<file path="src/rtl/lin_mode_pkg.sv">
package lin_mode_pkg;

    typedef enum logic [1:0] {
        MODE_OFF   = 2'd0,
        MODE_STBY  = 2'd1,
        MODE_NORM  = 2'd2,
        MODE_SLEEP = 2'd3
    } mode_t;

    typedef enum logic [1:0] {
        SRC_NONE  = 2'd0,
        SRC_LOCAL = 2'd1,
        SRC_BUS   = 2'd2
    } wsrc_t;

    typedef enum logic [1:0] {
        TERM_FLOAT  = 2'd0,
        TERM_RES    = 2'd1,
        TERM_CURSRC = 2'd2
    } term_t;

    typedef struct packed {
        logic  tx_en;
        logic  inh_on;
        logic  rxd_low;
        logic  txd_strong;
        term_t term;
        logic  window;
    } pins_t;

    function automatic wsrc_t pick_src(input logic loc, input logic bus);
        if (loc)      return SRC_LOCAL;
        else if (bus) return SRC_BUS;
        else          return SRC_NONE;
    endfunction

endpackage

</file>
<file path="src/rtl/lin_en_filter.sv">
module lin_en_filter #(
    parameter int HI_CYC = 50,
    parameter int LO_CYC = 50
) (
    input  logic clk,
    input  logic rst,
    input  logic en_in,
    output logic hi_done,
    output logic lo_done
);
    localparam int HW = $clog2(HI_CYC + 1);
    localparam int LW = $clog2(LO_CYC + 1);
    localparam logic [HW-1:0] HI_TOP = HW'(HI_CYC - 1);
    localparam logic [LW-1:0] LO_TOP = LW'(LO_CYC - 1);

    logic [HW-1:0] hi_cnt;
    logic [LW-1:0] lo_cnt;

    assign hi_done = en_in && (hi_cnt == HI_TOP);
    assign lo_done = !en_in && (lo_cnt == LO_TOP);

    always_ff @(posedge clk) begin
        if (rst) begin
            hi_cnt <= '0;
            lo_cnt <= '0;
        end else begin
            hi_cnt <= !en_in ? '0 : ((hi_cnt == HI_TOP) ? hi_cnt : hi_cnt + 1'b1);
            lo_cnt <=  en_in ? '0 : ((lo_cnt == LO_TOP) ? lo_cnt : lo_cnt + 1'b1);
        end
    end

    p_hi_restart_r3: assert property (@(posedge clk) disable iff (rst)
        !en_in |=> !hi_done);
    p_lo_restart_r4: assert property (@(posedge clk) disable iff (rst)
        en_in |=> !lo_done);

endmodule

</file>
<file path="src/rtl/lin_mode_fsm.sv">
module lin_mode_fsm
    import lin_mode_pkg::*;
(
    input  logic  clk,
    input  logic  rst,
    input  logic  supply_ok,
    input  logic  en_in,
    input  logic  hi_done,
    input  logic  lo_done,
    input  logic  wake_local,
    input  logic  wake_bus,
    output mode_t mode_q,
    output wsrc_t src_q
);
    mode_t mode_n;
    wsrc_t src_n;
    logic  wake_any;

    assign wake_any = wake_local || wake_bus;

    always_comb begin
        mode_n = mode_q;
        src_n  = src_q;
        unique case (mode_q)
            MODE_OFF: begin
                if (supply_ok) mode_n = MODE_STBY;
            end
            MODE_STBY: begin
                if (en_in)   src_n  = SRC_NONE;
                if (hi_done) mode_n = MODE_NORM;
            end
            MODE_NORM: begin
                if (!en_in && wake_any) begin
                    mode_n = MODE_STBY;
                    src_n  = pick_src(wake_local, wake_bus);
                end else if (lo_done) begin
                    mode_n = MODE_SLEEP;
                end
            end
            MODE_SLEEP: begin
                if (hi_done) begin
                    mode_n = MODE_NORM;
                end else if (wake_any) begin
                    mode_n = MODE_STBY;
                    src_n  = pick_src(wake_local, wake_bus);
                end
            end
            default: mode_n = MODE_OFF;
        endcase
        if (!supply_ok) begin
            mode_n = MODE_OFF;
            src_n  = SRC_NONE;
        end
    end

    always_ff @(posedge clk) begin
        if (rst) begin
            mode_q <= MODE_OFF;
            src_q  <= SRC_NONE;
        end else begin
            mode_q <= mode_n;
            src_q  <= src_n;
        end
    end

    p_supply_loss_r1: assert property (@(posedge clk) disable iff (rst)
        !supply_ok |=> mode_q == MODE_OFF);
    p_powerup_quiet_r2: assert property (@(posedge clk) disable iff (rst)
        (mode_q == MODE_OFF && supply_ok) |=> (mode_q == MODE_STBY && src_q == SRC_NONE));
    p_norm_needs_en_r3: assert property (@(posedge clk) disable iff (rst)
        (mode_q != MODE_NORM && !en_in) |=> mode_q != MODE_NORM);
    p_sleep_needs_low_r4: assert property (@(posedge clk) disable iff (rst)
        (mode_q == MODE_NORM && en_in) |=> mode_q != MODE_SLEEP);
    p_local_wake_r6: assert property (@(posedge clk) disable iff (rst)
        (mode_q == MODE_SLEEP && supply_ok && !en_in && wake_local)
        |=> (mode_q == MODE_STBY && src_q == SRC_LOCAL));
    p_wake_beats_sleep_r7: assert property (@(posedge clk) disable iff (rst)
        (mode_q == MODE_NORM && supply_ok && !en_in && wake_any) |=> mode_q == MODE_STBY);
    p_stby_sticky_r8: assert property (@(posedge clk) disable iff (rst)
        (mode_q == MODE_STBY && supply_ok && !en_in) |=> $stable(src_q));

endmodule

</file>
<file path="src/rtl/lin_pin_cfg.sv">
module lin_pin_cfg
    import lin_mode_pkg::*;
(
    input  mode_t mode,
    input  wsrc_t src,
    input  logic  bus_dom,
    input  logic  en_in,
    output pins_t pins
);
    always_comb begin
        pins = '{tx_en: 1'b0, inh_on: 1'b0, rxd_low: 1'b0, txd_strong: 1'b0,
                 term: TERM_FLOAT, window: 1'b0};
        unique case (mode)
            MODE_STBY: begin
                pins.inh_on     = 1'b1;
                pins.term       = TERM_RES;
                pins.rxd_low    = (src != SRC_NONE);
                pins.txd_strong = (src == SRC_LOCAL);
            end
            MODE_NORM: begin
                pins.tx_en   = 1'b1;
                pins.inh_on  = 1'b1;
                pins.term    = TERM_RES;
                pins.rxd_low = bus_dom;
                pins.window  = !en_in;
            end
            MODE_SLEEP: begin
                pins.term   = TERM_CURSRC;
                pins.window = 1'b1;
            end
            default: ;
        endcase
    end

    always_comb begin
        a_strong_only_stby_r9: assert (!pins.txd_strong || mode == MODE_STBY);
        a_window_modes_r10: assert (!pins.window || mode == MODE_SLEEP || mode == MODE_NORM);
    end

endmodule

</file>
<file path="src/rtl/lin_mode_ctrl.sv">
module lin_mode_ctrl
    import lin_mode_pkg::*;
#(
    parameter int EN_ON_CYC  = 50,
    parameter int EN_OFF_CYC = 50
) (
    input  logic       clk,
    input  logic       rst,
    input  logic       supply_ok,
    input  logic       en_in,
    input  logic       wake_local,
    input  logic       wake_bus,
    input  logic       bus_dom,
    output logic [1:0] mode_o,
    output logic       tx_en_o,
    output logic       inh_on_o,
    output logic       rxd_low_o,
    output logic       txd_strong_o,
    output logic [1:0] term_sel_o,
    output logic       wake_window_o
);
    logic  hi_done, lo_done;
    mode_t mode_q;
    wsrc_t src_q;
    pins_t pins;

    lin_en_filter #(.HI_CYC(EN_ON_CYC), .LO_CYC(EN_OFF_CYC)) filt_i (
        .clk(clk), .rst(rst), .en_in(en_in), .hi_done(hi_done), .lo_done(lo_done)
    );

    lin_mode_fsm fsm_i (
        .clk(clk), .rst(rst), .supply_ok(supply_ok), .en_in(en_in),
        .hi_done(hi_done), .lo_done(lo_done),
        .wake_local(wake_local), .wake_bus(wake_bus),
        .mode_q(mode_q), .src_q(src_q)
    );

    lin_pin_cfg pin_i (
        .mode(mode_q), .src(src_q), .bus_dom(bus_dom), .en_in(en_in), .pins(pins)
    );

    assign mode_o        = mode_q;
    assign tx_en_o       = pins.tx_en;
    assign inh_on_o      = pins.inh_on;
    assign rxd_low_o     = pins.rxd_low;
    assign txd_strong_o  = pins.txd_strong;
    assign term_sel_o    = pins.term;
    assign wake_window_o = pins.window;

    p_off_quiet_r1: assert property (@(posedge clk) disable iff (rst)
        (mode_o == 2'd0) |-> !(inh_on_o || tx_en_o || rxd_low_o || wake_window_o));
    p_tx_only_norm_r9: assert property (@(posedge clk) disable iff (rst)
        tx_en_o |-> mode_o == 2'd2);

endmodule

</file>
<file path="config.mk">
export PLATFORM = sky130hd
export DESIGN_NAME = lin_mode_ctrl
export DESIGN_NICKNAME = d
export VERILOG_FILES = /design/src/rtl/lin_mode_pkg.sv /design/src/rtl/lin_en_filter.sv /design/src/rtl/lin_mode_fsm.sv /design/src/rtl/lin_pin_cfg.sv /design/src/rtl/lin_mode_ctrl.sv
export SDC_FILE = /design/constraint.sdc
export NUM_CORES = 1
export LEC_CHECK = 0
export BUFFER_PORTS_ARGS = -buffer_cell sky130_fd_sc_hd__buf_2
export CAP_MARGIN = 5
export CORE_MARGIN = 1
export CORE_UTILIZATION = 51
export CTS_BUF_LIST = sky130_fd_sc_hd__clkbuf_8
export CTS_CLUSTER_SIZE = 10
export DETAILED_ROUTE_END_ITERATION = 10
export GPL_TIMING_DRIVEN = 0
export PLACE_DENSITY = 0.82
export SYNTH_ARGS = -nofsm -noshare
export SYNTH_HDL_FRONTEND = slang
export SYNTH_SLANG_ARGS = --single-unit
</file>
<file path="constraint.sdc">
create_clock -name clk -period 1.9 [get_ports clk]
set_clock_uncertainty 0.2 [all_clocks]
set_input_delay 0 -clock clk [delete_from_list [all_inputs] [get_ports clk]]
set_output_delay 0 -clock clk [all_outputs]
set_load 0.02 [all_outputs]
</file>
---- Word-level counts from Yosys, hierarchy flattened ----
Index checks and enable logic that the tools add are counted.
word-level totals
  register bits after elaboration ......... 16
  bits of input ports ..................... 7
  output and inout bits ................... 9
  logic and storage cells ................. 53
cells by class
  add/subtract/negate cells ............... 2
  equal/unequal tests ..................... 13
  multiplexer cells ....................... 18
  bitwise logic cells ..................... 2
  reduce and logical (&&, ||, !) cells .... 14
operator list
  operator                                                count
  2-to-1 mux 2 bit                                        11
  adder 6 x 1 -> 6 bit (second input constant)            2
  == test 6 bit (second input constant)                   2
  case mux 2 bit (2 select lines)                         2
  case mux 2 bit (4 select lines)                         1
  OR reduction 2 bit                                      4
  inequality test 2 bit (second input constant)           3
  inequality test 3 x 2 -> 1 bit (second input constant)  2
  case mux 2 bit (3 select lines)                         1
  AND reduction 5 bit                                     1
  == test 2 x 1 -> 1 bit (second input constant)          2
  == test 2 bit (second input constant)                   2
  inequality test 2 x 1 -> 1 bit (second input constant)  2
  logical AND 1 bit                                       3
  AND reduction 3 bit                                     1
  nonzero test 3 bit                                      1
  logical NOT 2 bit                                       1
  2-to-1 mux 1 bit                                        2
  NOT 1 bit                                               2
  case mux 1 bit (2 select lines)                         1
  nonzero test 2 bit                                      1
  logical NOT 1 bit                                       1
  logical OR 1 bit                                        1

---- Depth between registers and ports, before layout ----
Gate-level depths: netlist (run 1).
  depth after elaboration ................. 5
  depth in mapped cells ................... 6
  mapped depth without buffers ............ 6

---- Cells and area by module ----
Synthesis (run 1) repeated with hierarchy kept, for this count alone.
second synthesis, totals
  cell total of the unflattened synthesis .. 101
  area, all modules ....................... 920.9 µm²
modules (own cells, without submodules)
  module         instances  cells each  area each (µm²)  sequential area each (µm²)
  lin_en_filter  1          64          608.1            240.2
  lin_mode_fsm   1          22          196.4            80.1
  lin_pin_cfg    1          15          116.4            0.0

---- Worst setup path after synthesis (run 1) ----
Ideal clock, no wire load.
  path type ............................... register -> register
  from .................................... reg fsm_i.mode_q[0]
  to ...................................... reg fsm_i.mode_q[0]
  setup time .............................. 0.086 ns
  data arrival time ....................... 1.756 ns
  data required time ...................... 1.614 ns
  slack ................................... -0.142 ns
  cell stages (with the launch flop) ...... 6
  path buffers ............................ 0
  period minus slack after synthesis ...... 2.042 ns
  path through ............................ dfxtp_1 -> ha_1 -> or4b_1 -> nor4_2 -> o32ai_1 -> a221oi_2
between the ends
  longest elaborated chain between the ends .. 3
  elaborated cells between the ends (all ways) .. 9
  those cells by class .................... eq/ne: 6; mux: 1; reduce/logical: 2
RTL lines
  item                                                                                             RTL line            RTL
  from (decl)                                                                                      lin_mode_fsm.sv:12  output mode_t mode_q,
  from (signal assigned)                                                                           lin_mode_fsm.sv:61  mode_q <= mode_n;
  == test 2 bit / == test 2 x 1 -> 1 bit (equally long branches)                                   lin_mode_fsm.sv:24  unique case (mode_q)
  inequality test 3 x 2 -> 1 bit (no source line) / inequality test 2 bit (equally long branches)  n/a
  AND reduction 3 bit (no source line)                                                             n/a
Several ways; a longest one is shown, not always the timed one.
A chain may end at the register's enable or synchronous reset.

---- Worst setup path after layout (run 1) ----
  from .................................... reg fsm_i.mode_q[0]
  to ...................................... reg fsm_i.src_q[0]
between the ends
  longest elaborated chain between the ends .. 3
  elaborated cells between the ends (all ways) .. 10
  those cells by class .................... eq/ne: 7; mux: 1; reduce/logical: 2
RTL lines
  item                                                                           RTL line            RTL
  == test 2 bit / == test 2 x 1 -> 1 bit (equally long branches)                 lin_mode_fsm.sv:24
  inequality test 2 x 1 -> 1 bit (no source line), or another cell as far along  n/a
  AND reduction 5 bit (no source line)                                           n/a
  to (signal assigned)                                                           lin_mode_fsm.sv:62  src_q <= src_n;
  to (decl)                                                                      lin_mode_fsm.sv:13  output wsrc_t src_q
Several ways; a longest one is shown, not always the timed one.

==> out/results.txt, run 1 <==
vias: 854
largest net degree at the start of global routing: 11
maximum VDD drop: 0.452 mV
Syn Std Cell Area: 961 um2
cells after synthesis: 108
initial antenna violation count: 0
clock-pin transition on the worst setup and hold timing paths: 70 ps
Total Neg Setup Slack: -7.07 ps
Final Hold Vio Count: 0
TritonRoute pass-1 iters: 6
final instance area: 0.00120 mm2
Power Total: 763 uW
Worst Path Required: 1870 ps
ranking of synthesized cells by area: dfxtp_1, ha_1, nor2_1
RSZ-0062 raised after global routing: yes
fin worst setup slack: -6.11 ps
Cell variety after synth: 35
Seq cells post-synth: 16
initial core utilization: 55.1%
Slew Limit Fails: 0
Setup WS pre-CTS: -49.4 ps
Iteration-0 DRC Markers: 12
Avg WL per Cell: 13.0 um
violated checks: negative setup slack
first-pass GRT wire length: 3.15 mm
vias in the first global route: 814
Remaining DRCs: 0
sequential cell area fraction in the yosys report: 33.3%
diodes inserted: 0
Lkg Pwr: 0.000484 uW
CTS tree: yes
worst min path class: in -> reg
max-cap viol count: 0
warnings from Yosys: 0
commonest non-fill, non-tap cells in the layout: nor2_1, buf_2, dfxtp_1
Reg2Reg Launch Point: fsm_i.mode_q[0]$_SDFFE_PP0P_
routability cong.: 0.768
Final setup violation count: 2
Crit Path Max Fanout: 8
total grt overflow: 0
R2R setup slack: -6 ps
syn_area_per_cell: 8.90 um2
nets: 147
area of the core: 0.00175 mm2
final worst path period share: 100%
area leader, netlist: dfxtp_1
Synth Flop Type: dfxtp_1
CP arrival: 1880 ps
Setup crit start kind: register
clock sink count: 16
Clock Tree Root: clkbuf_8
Worst Tran Pin Value: 550 ps
cts bufs inserted: 3
critical path class: reg -> reg
Mapped Nets: 123
status: finished with violations
Total GRT Usage: 21.4%
Worst Setup End Kind: register
EDFF count, synth: 0
post-synth top area share: 33.3%
DR vias/cell: 5.47
P per Cell Area: 634 mW/mm2
crit path time final: 1910 ps
Final ANT Viol Nets: 0
Slew Limit Headroom: 63.3%
die height: 45.4 um
area post-placement: 0.00107 mm2
detailed placer's ending HPWL: 1.43 mm
CP startpoint: fsm_i.mode_q[0]$_SDFFE_PP0P_
Top Ports: 16
Worst-Skew Late Latency: 250 ps
share of layout cells above drive strength 1: 25.2%
Max Root-Sink Buffers: 2
H-tree depth: 1
area grow syn2layout: 25.3%
Die ar.: 0.00206 mm2
total wire length: 2.02 mm
number of port buffers: 15
Die X: 45.4 um
Post-synth ARST share: 0%
Post-Route Utilization: 69.0%
num rows: 15
fmax: 525 MHz
hold_sp: en_in
## state kept, by name, indices dropped and copies added (netlist names)
register	count
filt_i.hi_cnt	6
filt_i.lo_cnt	6
fsm_i.mode_q	2
fsm_i.src_q	2
## metal layers
layer	part of all wire [%]	wire, um	track usage [%]
met1	43	867	24.0
met2	53	1080	39.1
met3	2.9	59	4.76
met4	0.69	14	7.27
met5	0	0	0
## cell families after synthesis
family | Yosys count | share of synthesized area (%)
mux | 3 | 3.13
xor+xnor | 10 | 9.11
flops | 16 | 33.3
simple gates | 47 | 27.5
compound gates | 14 | 11.8
fa+ha+maj | 8 | 10.4
buf+inv | 10 | 4.69
## power breakdown
part / total, uW / internal [uW] / switching (uW)
sequential: 352 / 343 / 9.45
clock: 303 / 184 / 119
combinational: 109 / 47.2 / 61.3
## area by class of cell
cell class	instances	area [um2]
well taps	25	31.3
clock buffers	4	55.1
multi-input cells	82	633
fillers	136	542
plain buffers	3	18.8
flip-flops and latches	16	324
repair buffers	19	115
inverters	7	26.3
## metrics by stage
stage,instances,hold WS (ps)
after CTS,156,83.9
after global placement,148,73.3
final,156,127
after global routing,156,160
after floorplan,108,-123
after detailed placement,148,81.6
## synthesized netlist by cell type (2+ instances only)
cell type / instances
nand3_1: 6
buf_4: 2
or4b_1: 2
mux2i_1: 3
nor2_1: 15
xor2_1: 4
inv_1: 6
dfxtp_1: 16
nor3_1: 6
nand2_1: 9
o22ai_1: 2
xnor2_1: 6
ha_1: 8
nand2b_1: 2
## repair_timing
item                       4_1_cts  5_1_grt
setup endpoints to repair        1        3
hold endpoints to repair         9        0
hold buffers                     4        0
setup buffers                    0        0
gates resized for setup          0        7
## worst max-delay path, stage by stage (launching register included)
cell	delay (ps)
dfxtp_2	390
inv_1	110
ha_1	300
o22a_1	260
a221o_1	380
mux2i_1	190
## final timing paths
check / to / depth (start not counted)
max: fsm_i.src_q[0]$_SDFFE_PP0P_ / 5
min: fsm_i.mode_q[0]$_SDFFE_PP0P_ / 4
max reg2reg: fsm_i.src_q[0]$_SDFFE_PP0P_ / 5
min reg2reg: fsm_i.src_q[1]$_SDFFE_PP0P_ / 2
Note: power is estimated with default switching activity, not from simulation.
==> run 2, diff against run 1 <==
- ABC_AREA: unset -> 1
- CORE_UTILIZATION: 51 -> 52
- PLACE_DENSITY: 0.82 -> 0.83
==> run 2 against run 1 <==
- the run now ends clean
- fmax grew 11%
- hold slack gained 110 ps
- sequential share of layout area up 0.081 points
- setup slack better by 200 ps
- clock-buffer cell count decreased by 1
- register-to-register slack improved by 240 ps
- core utilization fell by 1.0 points
- flip-flop and latch count unchanged
- cell count up 20%
==> out/results.txt, run 2 <==
post-CTS resize count: 0 (unchanged)
area of the core: 0.00175 mm2 (unchanged)
diodes inserted: 0 (unchanged)
num rows: 15 (unchanged)
clock sink count: 16 (unchanged)
H-tree depth: 1 (unchanged)
Cell variety after synth: 25 (-29%)
ranking of synthesized cells by area: dfxtp_1, ha_1, nand2_1
Crit Path Max Fanout: 5 (-3)
Post-synth ARST share: 0% (unchanged)
maximum VDD drop: 0.525 mV (+16%)
Iteration-0 DRC Markers: 25 (+13)
vias in the first global route: 765 (-6.0%)
Setup WS pre-CTS: 251 ps (+300 ps)
Worst-Skew Late Latency: 250 ps (about the same)
initial antenna violation count: 0 (unchanged)
CP dominant cell by count: inv_1
die height: 45.4 um (about the same)
crit path time final: 1710 ps (-196 ps)
Total GRT Usage: 20.8% (-0.61 points)
Final Hold Vio Count: 0 (unchanged)
number of port buffers: 15 (unchanged)
cts bufs inserted: 3 (unchanged)
Register-to-Register Path Depth: 8 (+3)
status: finished clean
DR vias/cell: 4.91 (-10%)
clock-pin transition on the worst setup and hold timing paths: 60 ps (about the same)
Setup crit start kind: register
CTS tree: yes
post-synth top area share: 32.7% (-0.60 points)
Slew Limit Headroom: 80.2% (+17 points)
total wire length: 1.99 mm (-1.7%)
CP arrival: 1510 ps (-370 ps)
share of layout cells above drive strength 1: 21.6% (-3.6 points)
warnings from Yosys: 0 (unchanged)
Post-Route Utilization: 68.0% (-1.0 points)
Seq cells post-synth: 16 (unchanged)
sequential cell area fraction in the yosys report: 32.7% (-0.60 points)
Avg WL per Cell: 10.6 um (-18%)
fmax: 585 MHz (+11%)
Syn Std Cell Area: 978 um2 (+1.8%)
Clock Tree Root: clkbuf_8
Worst Setup End Kind: output pin
Synth Flop Type: dfxtp_1
Worst Path Required: 1700 ps (-170 ps)
TritonRoute pass-1 iters: 4 (-2)
RSZ-0062 raised after global routing: no
Final ANT Viol Nets: 0 (unchanged)
critical path class: reg -> out
most numerous cell in the Yosys netlist: nand2_1
syn_area_per_cell: 7.09 um2 (-20%)
CP cell instances: inv_1 -> ha_1 -> inv_1 -> a21oi_1 -> o21ai_0 -> inv_1 -> buf_2
WHS Endpoint: rxd_low_o
Reg2Reg Launch Point: fsm_i.mode_q[1]$_SDFFE_PP0P_
area leader, netlist: dfxtp_1
area grow syn2layout: 21.2%
Critical-path top delay cell: dfxtp_1
Remaining DRCs: 0 (unchanged)
hold_sp: bus_dom
nets: 179 (+22%)
top cells by count, synth: nand2_1, inv_1, nor2_1
max-cap viol count: 0 (unchanged)
first-pass GRT wire length: 3.02 mm (-4.2%)
Lkg Pwr: 0.000548 uW (+13%)
fin worst setup slack: 190 ps (+196 ps)
Die ar.: 0.00206 mm2 (-0.13%)
commonest non-fill, non-tap cells in the layout: nand2_1, inv_1, nor2_1
Total Neg Setup Slack: 0 ps (+7.07 ps)
EDFF count, synth: 0 (unchanged)
P per Cell Area: 612 mW/mm2 (-3.6%)
R2R setup slack: 230 ps (+240 ps)
Max Root-Sink Buffers: 2 (unchanged)
most common cell after layout, fill and taps aside: nand2_1
biggest regs: filt_i.hi_cnt (6), filt_i.lo_cnt (6)
fill count: 152 (+12%)
Die X: 45.4 um (about the same)
routability cong.: 0.797 (+3.8%)
worst min path class: in -> out
Top Ports: 16 (unchanged)
Final setup violation count: 0 (-2)
Max stage delay on crit path: 420 ps (+30 ps)
final worst path period share: 90.0% (-10 points)
Power Total: 726 uW (-5.0%)
reg-to-reg critical path endpoint: fsm_i.src_q[0]$_SDFFE_PP0P_
hold depth: 6 (+2)
initial core utilization: 56.1% (+1.0 points)
Worst Tran Pin Value: 296 ps (-254 ps)
largest net degree at the start of global routing: 9 (-2)
Fin Hold WS: 234 ps (+107 ps)
Slew Limit Fails: 0 (unchanged)
Mapped Nets: 153 (+24%)
detailed placer's ending HPWL: 1.45 mm (+1.5%)
cells after synthesis: 138 (+28%)
vias: 918 (+7.5%)
total grt overflow: 0 (unchanged)
==> run 2: final cells by class <==
cell class	instances	area, um2	share of cell area (%)
timing repair buffer	21	135	11.4
inverter	24	90.1	7.59
sequential	16	320	27.0
buffer	1	7.51	0.633
clock buffer	3	41.3	3.48
multi-input combinational	97	561	47.3
tap	25	31.3	2.64
==> run 2: report_power, final <==
group	leakage [uW]	total, uW	switching (uW)	internal [uW]
combinational	0.000397	114	66.4	47.4
clock	0.0000216	258	118	141
sequential	0.000130	353	9.20	344
==> run 2: critical path, delay by kind of cell (launching register included) <==
family	cells	cell delay, ps
buffers and inverters	4	440
AO/OA/AOI/OAI	2	200
adder cells (fa/ha/maj)	1	190
flip-flops	1	420
==> run 2: cell families (layout without fill, tap and decap cells) <==
logic type,Yosys count,after routing,synth area share [%]
flip-flops,16,16,32.7
AO/OA/AOI/OAI,19,19,10.7
XOR/XNOR,5,5,4.48
AND/OR/NAND/NOR,65,65,31.8
buffers and inverters,25,49,9.97
adder cells (fa/ha/maj),8,8,10.2
==> run 2: per-layer routing <==
| metal | vias up | track usage, % | wire length [um] |
|---|---|---|---|
| li1 | 482 | - | - |
| met1 | 410 | 23.8 | 889 |
| met2 | 22 | 37.4 | 1010 |
| met3 | 4 | 3.57 | 58 |
| met4 | 0 | 9.09 | 25 |
| met5 | - | 0 | 0 |
==> run 2: repair_timing <==
item,4_1_cts,5_1_grt
buffers inserted,0,0
endpoints found under the hold margin,15,0
hold buffers,6,0
==> run 2: how the worst max path moves through the flow <==
stage | start | to | depth (start not counted)
after floorplan | fsm_i.mode_q[0]$_SDFFE_PP0P_ | fsm_i.mode_q[1]$_SDFFE_PP0P_ | 8
after global routing | fsm_i.mode_q[1]$_SDFFE_PP0P_ | rxd_low_o | 7
after CTS | fsm_i.mode_q[0]$_SDFFE_PP0P_ | rxd_low_o | 7
final | fsm_i.mode_q[1]$_SDFFE_PP0P_ | rxd_low_o | 7
after global placement | fsm_i.mode_q[1]$_SDFFE_PP0P_ | fsm_i.src_q[0]$_SDFFE_PP0P_ | 8
after detailed placement | fsm_i.mode_q[1]$_SDFFE_PP0P_ | fsm_i.src_q[1]$_SDFFE_PP0P_ | 8
==> run 2: per-stage QoR <==
step,cells,instance area [um2]
2_1_floorplan,138,978
3_3_place_gp,178,1080
3_5_place_dp,178,1080
4_1_cts,187,1190
5_1_grt,187,1190
6_report,187,1190
==> run 3, diff against run 2 <==
- CORE_UTILIZATION: 52 -> 58
- CTS_BUF_LIST: sky130_fd_sc_hd__clkbuf_8 -> unset
- PLACE_DENSITY: 0.83 -> 0.88
- clock period: 1.9 -> 2.05 ns (I/O delays scaled with it)
==> run 3 against run 2 <==
- hold slack improved by 36 ps
- cell count down 4.3%
- flip-flop and latch count did not move
- clock power fell by 17%
- final area down 1.4%
- critical path depth unchanged
- first-iteration DRC count is 36% lower
- sequential share of layout area is 0.38 points higher
- combinational power is 6% lower
- highest routed layer unchanged
==> out/results.txt, run 3 (synthesized netlist as in run 2, its figures left out) <==
Iteration-0 DRC Markers: 16 (-36%)
diodes inserted: 0 (unchanged)
total grt overflow: 0 (unchanged)
initial antenna violation count: 0 (unchanged)
routability cong.: 0.851 (+6.7%)
Worst-Skew Late Latency: 290 ps (+40 ps)
Worst Tran Pin Value: 289 ps (-7.23 ps)
Die X: 43.1 um (-5.1%)
most common cell after layout, fill and taps aside: nand2_1
Setup crit start kind: register
cts bufs inserted: 3 (unchanged)
critical path class: reg -> out
Remaining DRCs: 0 (unchanged)
Die ar.: 0.00186 mm2 (-9.9%)
commonest non-fill, non-tap cells in the layout: nand2_1, inv_1, nor2_1
total wire length: 2.23 mm (+12%)
detailed placer's ending HPWL: 1.50 mm (+3.7%)
P per Cell Area: 555 mW/mm2 (-9.3%)
Slew Limit Fails: 0 (unchanged)
RSZ-0062 raised after global routing: no
H-tree depth: 1 (unchanged)
status: finished clean
crit path time final: 1830 ps
num rows: 14 (-1)
number of port buffers: 15 (unchanged)
Fin Hold WS: 270 ps (+36.0 ps)
share of layout cells above drive strength 1: 22.1% (+0.48 points)
Slew Limit Headroom: 80.7% (+0.48 points)
Final setup violation count: 0 (unchanged)
Lkg Pwr: 0.000548 uW (-0.11%)
vias: 982 (+7.0%)
fmax: 547 MHz
Total Neg Setup Slack: 0 ps (unchanged)
die height: 43.1 um (-5.1%)
Crit Path Max Fanout: 5 (unchanged)
worst min path class: in -> out
Total GRT Usage: 26.2% (+5.4 points)
Max Root-Sink Buffers: 2 (unchanged)
Final Hold Vio Count: 0 (unchanged)
Avg WL per Cell: 12.4 um (+17%)
maximum VDD drop: 0.521 mV (-0.69%)
CP arrival: 1630 ps (+120 ps)
Worst Path Required: 1850 ps (+150 ps)
vias in the first global route: 893 (+17%)
clock-pin transition on the worst setup and hold timing paths: 90 ps (+30 ps)
Post-Route Utilization: 75.9% (+7.9 points)
Clock Tree Root: clkbuf_4
DR vias/cell: 5.49 (+12%)
initial core utilization: 63.5% (+7.4 points)
CTS tree: yes
nets: 179 (unchanged)
final worst path period share: 89.2%
Final ANT Viol Nets: 0 (unchanged)
Top Ports: 16 (unchanged)
area grow syn2layout: 19.6%
largest net degree at the start of global routing: 10 (+1)
setup bufs post-CTS: 0 (unchanged)
Worst Setup End Kind: output pin
max-cap viol count: 0 (unchanged)
first-pass GRT wire length: 3.67 mm (+21%)
biggest regs: filt_i.hi_cnt (6), filt_i.lo_cnt (6)
TritonRoute pass-1 iters: 5 (+1)
clock sink count: 16 (unchanged)
area of the core: 0.00154 mm2 (-12%)
-- run 3: final cells by class --
cell class | instances | area [um2]
inverters | 24 | 90.1
flip-flops and latches | 16 | 320
fillers | 107 | 372
repair buffers | 21 | 135
plain buffers | 1 | 7.51
multi-input cells | 97 | 561
clock buffers | 4 | 36.3
well taps | 16 | 20.0
-- run 3: per-layer routing --
layer	part of all wire, %	GRT usage, %	vias up
li1	-	-	484
met1	41	27.6	454
met2	51	49.1	32
met3	4.8	4.68	12
met4	3.3	12.7	0
met5	0	0	-
-- run 3: metrics by stage --
stage / setup WS (ps) / total power, uW / area (um2) / std cells
6_report: 221 / 649 / 1170 / 179
5_1_grt: 167 / 677 / 1170 / 179
4_1_cts: 293 / 645 / 1170 / 179
3_5_place_dp: 417 / 430 / 1070 / 169
3_3_place_gp: 479 / 426 / 1070 / 169
2_1_floorplan: 347 / 402 / 978 / 138
-- run 3: repair_timing --
action / in CTS / in global routing
hold endpoints to repair: 16 / 0
hold buffers: 6 / 0
resized for setup: 0 / 0
endpoints found under the setup margin: 0 / 0
-- run 3: final timing paths --
| kind | from | endpoint | slack [ps] | depth (start not counted) |
|---|---|---|---|---|
| worst min register to register | filt_i.lo_cnt[5]$_SDFFE_PP0P_ | filt_i.lo_cnt[5]$_SDFFE_PP0P_ | 280 | 2 |
| worst max register to register | fsm_i.mode_q[0]$_SDFFE_PP0P_ | fsm_i.mode_q[1]$_SDFFE_PP0P_ | 380 | 8 |
| worst max-delay path | fsm_i.mode_q[0]$_SDFFE_PP0P_ | rxd_low_o | 220 | 7 |
| worst min-delay path | bus_dom | rxd_low_o | 270 | 6 |
-- run 3: where the power goes --
group	switching, uW	internal (uW)	total [uW]
combinational	63.2	44.1	107
clock	106	108	215
sequential	8.68	319	327
-- run 3: worst max-delay path, stage by stage (launching register included) --
cell and delay, ps:
dfxtp_1 420, inv_1 110, ha_1 280, nand2_1 80, inv_1 40, o21ai_0 180, inv_1 60, buf_2 150
